## src/rtl/otm_pkg.sv

```systemverilog
package otm_pkg;
  localparam int OTM_WORD_W  = 32;
  localparam int OTM_ARM_BIT = 31;
  localparam int OTM_CNT_W   = 27;

  typedef struct packed {
    logic                 load;
    logic                 arm;
    logic [OTM_CNT_W-1:0] count;
  } otm_cmd_t;
endpackage

```

## src/rtl/otm_rst_sync.sv

```systemverilog
module otm_rst_sync #(
  parameter int STAGES = 2
) (
  input  logic clk,
  input  logic rst_n,
  output logic rst_sync_n
);
  logic [STAGES-1:0] chain_q;

  always_ff @(posedge clk or negedge rst_n) begin
    if (!rst_n) chain_q <= '0;
    else        chain_q <= {chain_q[STAGES-2:0], 1'b1};
  end

  assign rst_sync_n = chain_q[STAGES-1];
endmodule

```

## src/rtl/otm_decode.sv

```systemverilog
module otm_decode
  import otm_pkg::*;
#(
  parameter int WORD_W  = OTM_WORD_W,
  parameter int ARM_BIT = OTM_ARM_BIT,
  parameter int CNT_W   = OTM_CNT_W
) (
  input  logic              wr_en,
  input  logic [WORD_W-1:0] wr_data,
  output logic              load,
  output logic              arm,
  output logic [CNT_W-1:0]  count
);
  always_comb begin
    load  = wr_en;
    arm   = wr_data[ARM_BIT];
    count = wr_data[CNT_W-1:0];
  end
endmodule

```

## src/rtl/otm_counter.sv

```systemverilog
module otm_counter #(
  parameter int CNT_W = 27
) (
  input  logic             clk,
  input  logic             rst_n,
  input  logic             load,
  input  logic             arm,
  input  logic [CNT_W-1:0] count,
  output logic             fire,
  output logic             pulse
);
  logic             run_q, run_d;
  logic [CNT_W-1:0] cnt_q, cnt_d;
  logic             cnt_en;
  logic             fire_d;

  // next-state: a write always wins over an expiry in the same cycle
  always_comb begin
    run_d  = run_q;
    cnt_d  = cnt_q;
    fire_d = 1'b0;
    if (load) begin
      run_d = arm;
      cnt_d = count;
    end else if (run_q && (cnt_q == '0)) begin
      run_d  = 1'b0;
      fire_d = 1'b1;
    end else if (run_q) begin
      cnt_d = cnt_q - 1'b1;
    end
  end

  assign cnt_en = load | run_q;
  assign fire   = fire_d;

  always_ff @(posedge clk or negedge rst_n) begin
    if (!rst_n) begin
      run_q <= 1'b0;
      cnt_q <= '0;
    end else if (cnt_en) begin
      run_q <= run_d;
      cnt_q <= cnt_d;
    end
  end

  always_ff @(posedge clk or negedge rst_n) begin
    if (!rst_n) pulse <= 1'b0;
    else        pulse <= fire_d;
  end
endmodule

```

## src/rtl/otm_shadow.sv

```systemverilog
module otm_shadow #(
  parameter int WORD_W = 32
) (
  input  logic              clk,
  input  logic              rst_n,
  input  logic              load,
  input  logic [WORD_W-1:0] wr_data,
  input  logic              fire,
  output logic [WORD_W-1:0] value
);
  logic [WORD_W-1:0] val_d;
  logic              val_en;

  always_comb begin
    val_en = load | fire;
    val_d  = load ? wr_data : '0;
  end

  always_ff @(posedge clk or negedge rst_n) begin
    if (!rst_n)      value <= '0;
    else if (val_en) value <= val_d;
  end
endmodule

```

## src/rtl/otg_timeout_timer.sv

```systemverilog
module otg_timeout_timer
  import otm_pkg::*;
#(
  parameter int WORD_W  = OTM_WORD_W,
  parameter int ARM_BIT = OTM_ARM_BIT,
  parameter int CNT_W   = OTM_CNT_W,
  parameter int SYNC_STAGES = 2
) (
  input  logic              clk,
  input  logic              rst_n,
  input  logic              wr_en,
  input  logic [WORD_W-1:0] wr_data,
  output logic [WORD_W-1:0] rd_data,
  output logic              timeout_pulse
);
  logic             rst_sync_n;
  logic             load, arm, fire;
  logic [CNT_W-1:0] count;

  otm_rst_sync #(.STAGES(SYNC_STAGES)) u_rst (
    .clk(clk), .rst_n(rst_n), .rst_sync_n(rst_sync_n)
  );

  otm_decode #(.WORD_W(WORD_W), .ARM_BIT(ARM_BIT), .CNT_W(CNT_W)) u_dec (
    .wr_en(wr_en), .wr_data(wr_data), .load(load), .arm(arm), .count(count)
  );

  otm_counter #(.CNT_W(CNT_W)) u_cnt (
    .clk(clk), .rst_n(rst_sync_n), .load(load), .arm(arm), .count(count),
    .fire(fire), .pulse(timeout_pulse)
  );

  otm_shadow #(.WORD_W(WORD_W)) u_val (
    .clk(clk), .rst_n(rst_sync_n), .load(load), .wr_data(wr_data),
    .fire(fire), .value(rd_data)
  );
endmodule

```

## config.mk

```make
export PLATFORM = sky130hd
export DESIGN_NAME = otg_timeout_timer
export DESIGN_NICKNAME = d
export VERILOG_FILES = /design/src/rtl/otm_pkg.sv /design/src/rtl/otm_rst_sync.sv /design/src/rtl/otm_decode.sv /design/src/rtl/otm_counter.sv /design/src/rtl/otm_shadow.sv /design/src/rtl/otg_timeout_timer.sv
export SDC_FILE = /design/constraint.sdc
export NUM_CORES = 1
export LEC_CHECK = 0
export BUFFER_PORTS_ARGS = -buffer_cell sky130_fd_sc_hd__buf_2
export CAP_MARGIN = 20
export CELL_PAD_IN_SITES_DETAIL_PLACEMENT = 0
export CELL_PAD_IN_SITES_GLOBAL_PLACEMENT = 2
export CORE_MARGIN = 2
export CORE_UTILIZATION = 33
export CTS_BUF_LIST = sky130_fd_sc_hd__clkbuf_16
export DETAILED_ROUTE_END_ITERATION = 10
export GPL_ROUTABILITY_DRIVEN = 0
export HOLD_SLACK_MARGIN = 0.15
export PLACE_DENSITY = 0.9
export RECOVER_POWER = 100
export SYNTH_ARGS = -nofsm -noshare
export SYNTH_HDL_FRONTEND = slang
export SYNTH_SLANG_ARGS = --single-unit
```

## constraint.sdc

```tcl
create_clock -name clk -period 2.7 [get_ports clk]
set_input_delay 0.27 -clock clk [delete_from_list [all_inputs] [get_ports clk]]
set_output_delay 0.27 -clock clk [all_outputs]
set_load 0.02 [all_outputs]
```

======== Word-level counts from Yosys, hierarchy flattened ========
Index checks and enable logic that the tools add are counted.
word-level totals
  register bits after elaboration ......... 63
  input bits .............................. 35
  output and inout port bits .............. 33
  logic and storage cells ................. 23
operators by class
  $add $sub $neg .......................... 1
  equality and inequality tests ........... 1
  mux-type cells .......................... 8
  bitwise gates (word level) .............. 2
  reduce and logical (&&, ||, !) cells .... 6
operator list
  kind                                                 count
  2-to-1 mux 27 bit                                    3
  2-to-1 mux 32 bit                                    1
  logical NOT 27 bit                                   1
  subtractor 27 x 1 -> 27 bit (second input constant)  1
  2-to-1 mux 1 bit                                     4
  nonzero test 2 bit                                   2
  AND reduction 3 bit                                  1
  inequality test 2 bit (second input constant)        1
  OR 1 bit                                             2
  AND reduction 2 bit                                  1
  logical AND 1 bit                                    1

======== Longest topological paths before layout ========
Gate-level depths: netlist (run 1).
  word-level depth ........................ 5
  mapped depth ............................ 8

======== By module ========
Synthesis (run 1) repeated with hierarchy kept, for this count alone.
unflattened totals
  cell total of the unflattened synthesis .. 297
  area, all modules ....................... 3186.8 um^2
modules (own cells, without submodules)
  module        instances  cells each  area each (um^2)  seq. area each (um^2)
  otm_counter   1          193         1741.7            725.7
  otm_shadow    1          72          1173.6            800.8
  otm_decode    1          29          217.7             0.0
  otm_rst_sync  1          3           53.8              50.0

======== Worst setup path before layout (run 1) ========
OpenSTA, ideal clock, no wires.
  kind .................................... register to register
  start point ............................. register u_cnt.cnt_q[0]
  end point ............................... register u_cnt.cnt_q[20]
  setup time .............................. 0.082 ns
  arrival ................................. 2.001 ns
  data required time ...................... 2.618 ns
  setup slack ............................. 0.617 ns
  stages on the path, launching flop included .. 8
  clock period less this slack ............ 2.083 ns
  cells stage by stage .................... dfrtp_1 -> inv_1 -> ha_1 -> nor4b_4 -> nand3_2 -> or4_4 -> or3_1 -> a31oi_1
on the way
  longest elaborated chain between the ends .. 4
ends and longest elaborated chain
  what                                                               RTL line                              RTL
  start: declaration                                                 otm_counter.sv:13                     logic [CNT_W-1:0] cnt_q, cnt_d;
  start signal: assignment                                           otm_counter.sv:42                     cnt_q <= cnt_d;
  subtractor 27 x 1 -> 27 bit or logical NOT 27 bit (tied branches)  otm_counter.sv:29, otm_counter.sv:25
  2-to-1 mux 27 bit or logical AND 1 bit (tied branches)             otm_counter.sv:28, otm_counter.sv:25
  2-to-1 mux 27 bit or inequality test 2 bit (tied branches)         n/a
  2-to-1 mux 27 bit or AND reduction 3 bit (tied branches)           n/a
Several ways; a longest one is shown, not always the timed one. The select of a mux whose other input is x is not followed.
A chain may end at the register's enable or synchronous reset.

======== Worst setup path after layout (run 1) ========
  start point ............................. register u_cnt.cnt_q[0]
  end point ............................... register u_cnt.cnt_q[22]
The elaborated chain is that of the path after synthesis.

==> metrics.txt, run 1 <==
CTS tree done; die area around 10000 um2; post-synth top area cell dfrtp_1; Root Driver clkbuf_16; Vias around 2.7k; Hold Fails Final Rpt 0; RSZ-0062 raised after global routing false; crit share post-route about 90%; Mean Syn Cell Area 9.60 um2; fmax ~0.42 GHz; critical path class flop to flop; Yosys top cell area share about half; actual slew at the worst max-slew pin around 1.2 ns; Switch Pwr between 700 and 800 uW; total gr overflow 0; fin crit period about 2.4 ns; DP HPWL about 5700 um; Die Span X slightly above 100 um; Final Max Slew Viols 0; Starting Density around a third; Slew headroom 20.5%; Mapped Nets between 300 and 400; number of synthesized flops with an enable pin 0; Site Rows 35; Final TNS setup 0 ns; Diodes inserted 0; max cap viols 0; #FFs+latches synth 63; antenna violations before repair 0; startpoint types flop; Post-Route WL 7970 um; most instantiated library cell after synthesis dfrtp_1; Core Region 9200 um2; data required time at the worst endpoint between 2 and 3 ns; gr usage total between 10% and 20%; WP depth 7; Post-Syn Area 3110 um2; layout cells sized above 1 between 10% and 20%; residual DRC count 0; crit path DAT approximately 2.6 ns; final worst setup slack roughly 0.32 ns; total power between 2 and 3 mW; drt wl/cell ~16 um; Worst Path Max Fanout 7; r2r setup slk approximately 0.32 ns; Top Ports around 70; pin count of the biggest net entering global routing 61; Seq pwr share 43.6%; sequential area share after synthesis between 50% and 60%; # fillers ~930; Synth area leaders dfrtp_1 (51%), o31ai_1 (8.2%), nand2_1 (4.8%), inv_1 (4.1%), a31oi_1 (2.8%); DRT Pass-1 Iters 4; Pwr Density approximately 680 nW/um2; vias in the first global route 2671; Initial DRC Count approximately 160; P_int roughly 1.9 mW; CP Cell Sequence inv_1 > ha_1 > nor4b_4 > nand3_1 > or4_4 > or3_1 > a31oi_1; Synth Flop Type dfrtp_1; first-pass GRT wire length approximately 13000 um; Setup WS pre-CTS between 0.4 and 0.5 ns; final antenna-violating net count 0; clock power share between 40% and 50%; Layout Nets between 400 and 500; max incr delay on CP approximately 0.51 ns; Top delay family on crit path simple AND/OR/NAND/NOR gates; Critical-path top delay cell or4_4; Layout area overhead 22.7%; Worst Path Buf+Inv 1; YS warnings 0; Async S/R FF share, synth 100%; Clock Latency Late Sink 0.32 ns; clk slew on worst S/H paths roughly 0.05 ns; CTS Buffer Depth 2; endpoint class of the critical path flop; post-cts gate resize count 0; H-tree level count 3; VDD IR max roughly 0.33 mV; switching share of power between 20% and 30%; Gate power share 13.3%; Synth cell types between 40 and 50; final instance area 3810 um2; TritonCTS Sinks 63; post-synthesis cell count roughly 320; CTS buffer count 9; final setup fails 0; worst min path class primary input to flop; hold path depth 3; via-per-instance ratio between 5 and 6; Commonest cells post-synth dfrtp_1 (63), nand2_1 (40), inv_1 (34), o31ai_1 (34), nor2_1 (18); skew final about 0.007 ns; status completed; FF-to-FF path depth 7; Area after DPL 3550 um2; hold_ws about 0.16 ns; port buffer count between 60 and 70; Leakage Power 1.63 nW; die height roughly 100 um
==> stage by stage <==
step                utilization (%)  instances
floorplan                         -        324
global placement               38.7        488
detailed placement             38.7        488
CTS                            42.2        508
global route                   41.5        508
finish                         41.5        508
==> power by group through the flow <==
stage / Clock [mW] / Combinational [mW] / Sequential (mW)
after floorplan: 0 / 0.176 / 1.18
after global placement: 0 / 0.355 / 1.13
after detailed placement: 0 / 0.361 / 1.14
after CTS: 1.14 / 0.367 / 1.12
after global routing: 1.19 / 0.382 / 1.14
final: 1.11 / 0.344 / 1.12
==> registers in the layout, summed over array words and instances, names as in the netlist <==
| signal | count |
|---|---|
| u_val.value | 32 |
| u_cnt.run_q | 1 |
| u_cnt.cnt_q | 27 |
| u_rst.chain_q | 2 |
| u_cnt.pulse | 1 |
==> worst paths after layout <==
check | from | endpoint
hold reg to reg | u_rst.chain_q[0] | u_rst.chain_q[1]
setup reg to reg | u_cnt.cnt_q[0] | u_cnt.cnt_q[22]
hold / removal | wr_data[28] | u_val.value[28]
max in group asynchronous | u_rst.chain_q[1] | u_val.value[6]
min in group asynchronous | rst_n | u_rst.chain_q[1]
setup / recovery | u_cnt.cnt_q[0] | u_cnt.cnt_q[22]
==> layer usage <==
metal | GRT usage, % | up-vias | share of wire, %
met5 | 0 | - | 0
met4 | 5.51 | 0 | 1.4
met3 | 3.95 | 9 | 3.7
met2 | 24.9 | 48 | 47
met1 | 23.9 | 1318 | 48
li1 | - | 1301 | -
==> layout by cell type, fill, tap and decap left out, types with 4 or more instances in the layout <==
cell	count
dlygate4sd3_1	4
clkbuf_16	9
nand3_1	6
buf_4	5
nand2_1	40
nor3_1	7
clkbuf_1	34
inv_1	35
buf_2	33
dfrtp_1	63
a31oi_1	14
nor2_1	18
xnor2_1	5
or4_1	5
or3_1	14
o31ai_1	34
o21ai_0	16
==> final cells by class <==
type	instances	area (um2)	share of cell area (%)
flip-flops and latches	63	1580	41.3
multi-input cells	207	1310	34.2
repair buffers	77	375	9.84
clock inverters	7	65.1	1.71
inverters	34	128	3.35
clock buffers	9	225	5.91
well taps	111	139	3.64
==> worst register-to-register path, cell delays in order (launching register included) <==
cell and delay, ns:
dfrtp_1 0.42, inv_1 0.12, ha_1 0.21, nor4b_4 0.28
nand3_1 0.28, or4_4 0.51, or3_1 0.32, a31oi_1 0.17
==> logic make-up after synthesis <==
family          share of synthesized area, %
flops                                   50.7
mux                                    0.966
compound gates                          18.3
fa+ha+maj                              0.402
xor+xnor                                1.69
simple gates                            20.6
other cells                            0.121
buf+inv                                 7.20
==> repair_timing <==
| action | in CTS | in global routing |
|---|---|---|
| hold buffers | 4 | 0 |
| hold endpoints to repair | 5 | 0 |
| buffers inserted | 0 | 0 |
No activity file was read; power rests on OpenSTA's default activity.
==> run 2: changes to the inputs <==
Settings changed: CORE_ASPECT_RATIO set to 1.75, SLEW_MARGIN set to 25.
Clock period 2.7 ns to 2.3 ns, I/O delays scaled along.
==> run 2 against run 1 <==
Sequential share of layout area down 3.4 points. Worst hold slack got worse by 0.0039 ns. Wire length increased by 7.9%. Combinational power increased by 36%. Non-clock buffer count grew 31. Core utilization rose by 4.3 points.
==> metrics.txt, run 2 (synthesized netlist as in run 1, its figures left out) <==
die area about 10000 um2; largest register by flop count u_val.value; Vias 2752; Seq pwr share a little over two fifths; Die Span X slightly below 80 um; Core Region between 9000 and 10000 um2; final antenna-violating net count 0; max cap viols 0; VDD IR max about 0.40 mV; CTS buffer count 9; residual DRC count 0; data required time at the worst endpoint ~2.6 ns; Finished Layout Cells 548; Final Max Slew Viols 0; clock power share a little over two fifths; crit share post-route 94.3%; status completed; Layout Nets 459; Starting Density between 30% and 40%; pin count of the biggest net entering global routing 82; Layout area overhead 33.8%; fmax about 0.46 GHz; total gr overflow 0; TritonCTS Sinks between 60 and 70; Slew headroom 30.7%; largest registers u_val.value (32), u_cnt.cnt_q (27), u_rst.chain_q (2); port buffer count 67; DRT Pass-1 Iters 4; CTS Buffer Depth 2; placed cells between 500 and 600; vias in the first global route 2798; max reg flops 32; skew final just under 0.007 ns; Switch Pwr 861 uW; Post-Route WL 8610 um; Top Ports 68; critical path class flop to flop; switching share of power 27.9%; Diodes inserted 0; CP Cell Sequence inv_4 > ha_4 > nor4b_4 > nand3_2 > or4_4 > or3_1 > a31oi_1; Initial DRC Count 130; Worst Path Max Fanout 5; Site Rows 46; Clock Latency Late Sink about 0.34 ns; final setup fails 0; antenna violations before repair 0; fin crit period around 2.2 ns; commonest non-fill, non-tap cell in the layout dfrtp_1; Top delay family on crit path simple AND/OR/NAND/NOR gates; Worst Path Buf+Inv 1; actual slew at the worst max-slew pin 1.04 ns; die height between 100 and 150 um; first-pass GRT wire length 13900 um; Hold Fails Final Rpt 0; Leakage Power between 1.5 and 2 nW; worst min path class primary input to flop; drt wl/cell 15.7 um; Root Driver clkbuf_16; P_int ~2.2 mW; via-per-instance ratio approximately 5; max incr delay on CP about 0.56 ns; layout cells sized above 1 between 10% and 20%; crit path DAT around 2.4 ns; clk slew on worst S/H paths approximately 0.050 ns; Final TNS setup 0 ns; gr usage total roughly 17%; DP HPWL a little over 6000 um; most frequent cells in the layout dfrtp_1 (62), nand2_1 (40), clkbuf_1 (36); CTS tree done; Gate power share between 10% and 20%; H-tree level count 3; Critical-path top delay cell or4_4; startpoint types flop; RSZ-0062 raised after global routing true; endpoint class of the critical path flop; Pwr Density about 740 nW/um2
==> run 2: power groups by stage <==
stage          clock (mW)  combinational, mW  sequential, mW
2_1_floorplan           0              0.207            1.39
3_3_place_gp            0              0.435            1.33
3_5_place_dp            0              0.442            1.33
4_1_cts              1.33              0.480            1.31
5_1_grt              1.38              0.519            1.32
6_report             1.31              0.469            1.31
==> run 2: timing repair <==
action | in CTS | in global routing
hold endpoints to repair | 33 | 0
hold buffers | 27 | 0
buffers inserted | 0 | 2
gates resized for setup | 0 | 5
endpoints found under the setup margin | 0 | 20
==> run 2: tightest hold or removal path, stage by stage <==
cell and delay (ns):
buf_2 0.07, nand2_1 0.07, o31ai_1 0.07
==> run 2: metal layers <==
| metal | global-route usage, % | up-vias | wire length (um) |
|---|---|---|---|
| met5 | 0 | - | 0 |
| met4 | 8.13 | 0 | 210 |
| met3 | 3.42 | 13 | 205 |
| met2 | 30.5 | 49 | 4630 |
| met1 | 20.1 | 1334 | 3560 |
| li1 | - | 1356 | - |
==> run 2: metrics by stage <==
step / area, um2 / hold slack, ns / worst slack (ns) / util, % / power [mW]
floorplan: 3110 / -0.0656 / 0.217 / - / 1.59
global placement: 3640 / 0.0154 / 0.156 / 40.0 / 1.76
detailed placement: 3640 / 0.0191 / 0.0524 / 40.0 / 1.77
CTS: 4190 / 0.153 / 0.0514 / 46.1 / 3.12
global route: 4160 / 0.166 / -0.00900 / 45.7 / 3.22
finish: 4160 / 0.154 / 0.131 / 45.7 / 3.08
==> run 2: final cells by class <==
type                       count  area (um2)
clock buffer                   9         225
clock inverter                 7        57.6
fill                         923        4930
inverter                      34         130
multi-input combinational    207        1320
sequential                    63        1580
tap                          120         150
timing repair buffer         108         696
==> run 2: path summary, 6_finish.rpt <==
kind / startpoint / endpoint / slack [ns] / depth (start not counted)
max in group asynchronous: u_rst.chain_q[1] / u_val.value[21] / 0.51 / 1
setup / recovery: u_cnt.cnt_q[0] / u_cnt.cnt_q[22] / 0.13 / 7
hold / removal: wr_data[0] / u_val.value[0] / 0.15 / 3
hold reg to reg: u_rst.chain_q[0] / u_rst.chain_q[1] / 0.36 / 0
setup reg to reg: u_cnt.cnt_q[0] / u_cnt.cnt_q[22] / 0.13 / 7
min in group asynchronous: rst_n / u_rst.chain_q[1] / 0.22 / 2
==> run 3: changes to the inputs <==
Settings changed: ABC_AREA set to 1, CORE_UTILIZATION 33 to 31, PLACE_DENSITY 0.9 to 0.81.
==> run 3 against run 2 <==
Non-clock buffer count shrank 6. Wire length grew 13%. Die area grew 14%. Clock power grew 9.9%. Via count grew 15%. Sequential cell count is the same. Global-route usage grew 0.76 points. Worst hold slack lost 0.0017 ns. Sequential power grew 4%. Sequential share of layout area shrank 1.6 points. Count of clock-buffer cells in the layout is the same. Register-to-register slack gained 0.19 ns. Largest cell class unchanged.
==> metrics.txt, run 3 <==
Mean Syn Cell Area 7.36 um2; Root Driver clkbuf_16; Post-Route WL about 9700 um; post-synth top area cell dfrtp_1; commonest non-fill, non-tap cell in the layout nand2_1; final antenna-violating net count 0; largest register by flop count u_val.value; final worst setup slack ~0.32 ns; crit path DAT between 2 and 2.5 ns; critical path class flop to flop; H-tree level count 3; largest registers u_val.value (32), u_cnt.cnt_q (27), u_rst.chain_q (2); fin crit period just under 2 ns; Synth Flop Type dfrtp_1; Final Max Slew Viols 0; number of synthesized flops with an enable pin 0; Layout Nets 591; post-synthesis cell count 455; Starting Density a little under a third; max incr delay on CP between 0.3 and 0.4 ns; RSZ-0062 raised after global routing false; #FFs+latches synth 63; total gr overflow 0; Diodes inserted 0; crit share post-route between 80% and 90%; # fillers about 1.2k; sequential area share after synthesis 47.1%; first-pass GRT wire length approximately 16000 um; CP Cell Sequence inv_1 > ha_1 > nand2_1 > nor2_1 > nand4_1 > nand2_1 > inv_1 > buf_2 > nand2_1 > o21ai_0; Yosys top cell area share a little under half; Core Region between 10000 and 15000 um2; status completed; max cap viols 0; Critical-path top delay cell dfrtp_1; layout cells sized above 1 about an eighth; hold_ws ~0.15 ns; Die Span X 82.5 um; M2 GR Usage approximately a third; Initial DRC Count about 150; Worst Path Max Fanout 24; Commonest cells post-synth nand2_1 (198), dfrtp_1 (63), nand3_1 (42), nor2_1 (42), inv_1 (34); die area approximately 12000 um2; Layout area overhead 29.6%; Vias 3169; Setup WS pre-CTS around 0.34 ns; Synth area leaders dfrtp_1 (47%), nand2_1 (22%), nand3_1 (6.3%), nor2_1 (4.7%), inv_1 (3.8%); Leakage Power 2.20 nW; Site Rows 50; Clock Latency Late Sink 0.34 ns; TritonCTS Sinks 63; final setup fails 0; VDD IR max a little under 0.4 mV; Pwr Density 801 nW/um2; Mapped Nets slightly below 500; critical path's most frequent cell nand2_1; grt met3 use approximately 3.8%; busiest grt layer met2; skew final 0.00729 ns; Post-Syn Area approximately 3300 um2; fmax 0.506 GHz; met1 track utilization from global routing 20.2%; Final TNS setup 0 ns; YS warnings 0; Slew headroom 18.0%; actual slew at the worst max-slew pin 1.23 ns; Top Ports 68; Synth cell types 28; port buffer count 67; CTS Buffer Depth 2; post-cts gate resize count 0; pin count of the biggest net entering global routing 35; residual DRC count 0; vias in the first global route roughly 3.1k; worst min path class primary input to flop; endpoint class of the critical path flop; startpoint types flop; Async S/R FF share, synth 100%; die height about 140 um; most instantiated library cell after synthesis nand2_1; drt wl/cell 14.0 um; via-per-instance ratio roughly 4.6; CTS tree done; max reg flops 32; antenna violations before repair 0; data required time at the worst endpoint approximately 2.5 ns; Hold Fails Final Rpt 0; DP HPWL 7160 um; CTS buffer count 9; clk slew on worst S/H paths 0.06 ns; DRT Pass-1 Iters 4; most frequent cells in the layout nand2_1 (201), dfrtp_1 (63), nor2_1 (42), nand3_1 (42), clkbuf_1 (35); gr usage total about 18%
-- run 3: stage by stage --
stage	power [mW]	utilization, %	area [um2]	instances
global route	3.68	40.8	4340	690
CTS	3.57	41.6	4420	690
global placement	2.05	36.2	3850	648
detailed placement	2.06	36.2	3850	648
finish	3.47	40.8	4340	690
floorplan	1.83	-	3350	455
-- run 3: worst max-delay path: cells and delay by family, from the launching register on --
family                   cells  cell delay (ns)
AO/OA/AOI/OAI                1             0.08
adder cells (fa/ha/maj)      1             0.22
buffers and inverters        3             0.43
flip-flops                   1             0.37
AND/OR/NAND/NOR              5             0.71
-- run 3: power by group --
part	internal, mW	total (mW)	switching [mW]
Sequential	1.23	1.36	0.126
Clock	0.938	1.44	0.503
Combinational	0.235	0.672	0.437
Total	2.41	3.47	1.07
-- run 3: logic make-up (layout without fill, tap and decap cells) --
family | Yosys count | after routing | share of synthesized area, %
flip-flops | 63 | 63 | 47.1
adder cells (fa/ha/maj) | 1 | 1 | 0.374
buffers and inverters | 47 | 152 | 6.13
XOR/XNOR | 8 | 8 | 2.09
AND/OR/NAND/NOR | 307 | 307 | 38.9
other | 1 | 1 | 0.112
AO/OA/AOI/OAI | 28 | 28 | 5.27
-- run 3: repair_timing --
item                                   4_1_cts  5_1_grt
setup buffers                                0        0
hold buffers                                26        0
endpoints found under the hold margin       31        0
-- run 3: layout make-up --
class / instances / area [um2] / share of cell area (%)
Sequential cell: 63 / 1580 / 36.3
Multi-Input combinational cell: 345 / 1530 / 35.3
Timing Repair Buffer: 102 / 627 / 14.5
Clock buffer: 9 / 225 / 5.19
Tap cell: 130 / 163 / 3.75
Inverter: 34 / 128 / 2.94
Clock inverter: 7 / 87.6 / 2.02
-- run 3: layer usage --
layer  up-vias  part of all wire [%]
met3        16                   3.6
met5         -                     0
met2        57                    54
li1       1633                     -
met4         0                   2.7
met1      1463                    40
-- run 3: final timing paths --
| kind | startpoint | end | slack (ns) | cells past startpoint |
|---|---|---|---|---|
| worst max-delay path | u_cnt.cnt_q[0] | u_val.value[31] | 0.32 | 10 |
| worst min-delay path | wr_data[14] | u_val.value[14] | 0.15 | 3 |
| worst max register to register | u_cnt.cnt_q[0] | u_val.value[31] | 0.32 | 10 |
| worst min register to register | u_rst.chain_q[0] | u_rst.chain_q[1] | 0.36 | 0 |
| max in group asynchronous | u_rst.chain_q[1] | u_cnt.cnt_q[14] | 0.99 | 1 |
| min in group asynchronous | rst_n | u_rst.chain_q[1] | 0.22 | 2 |
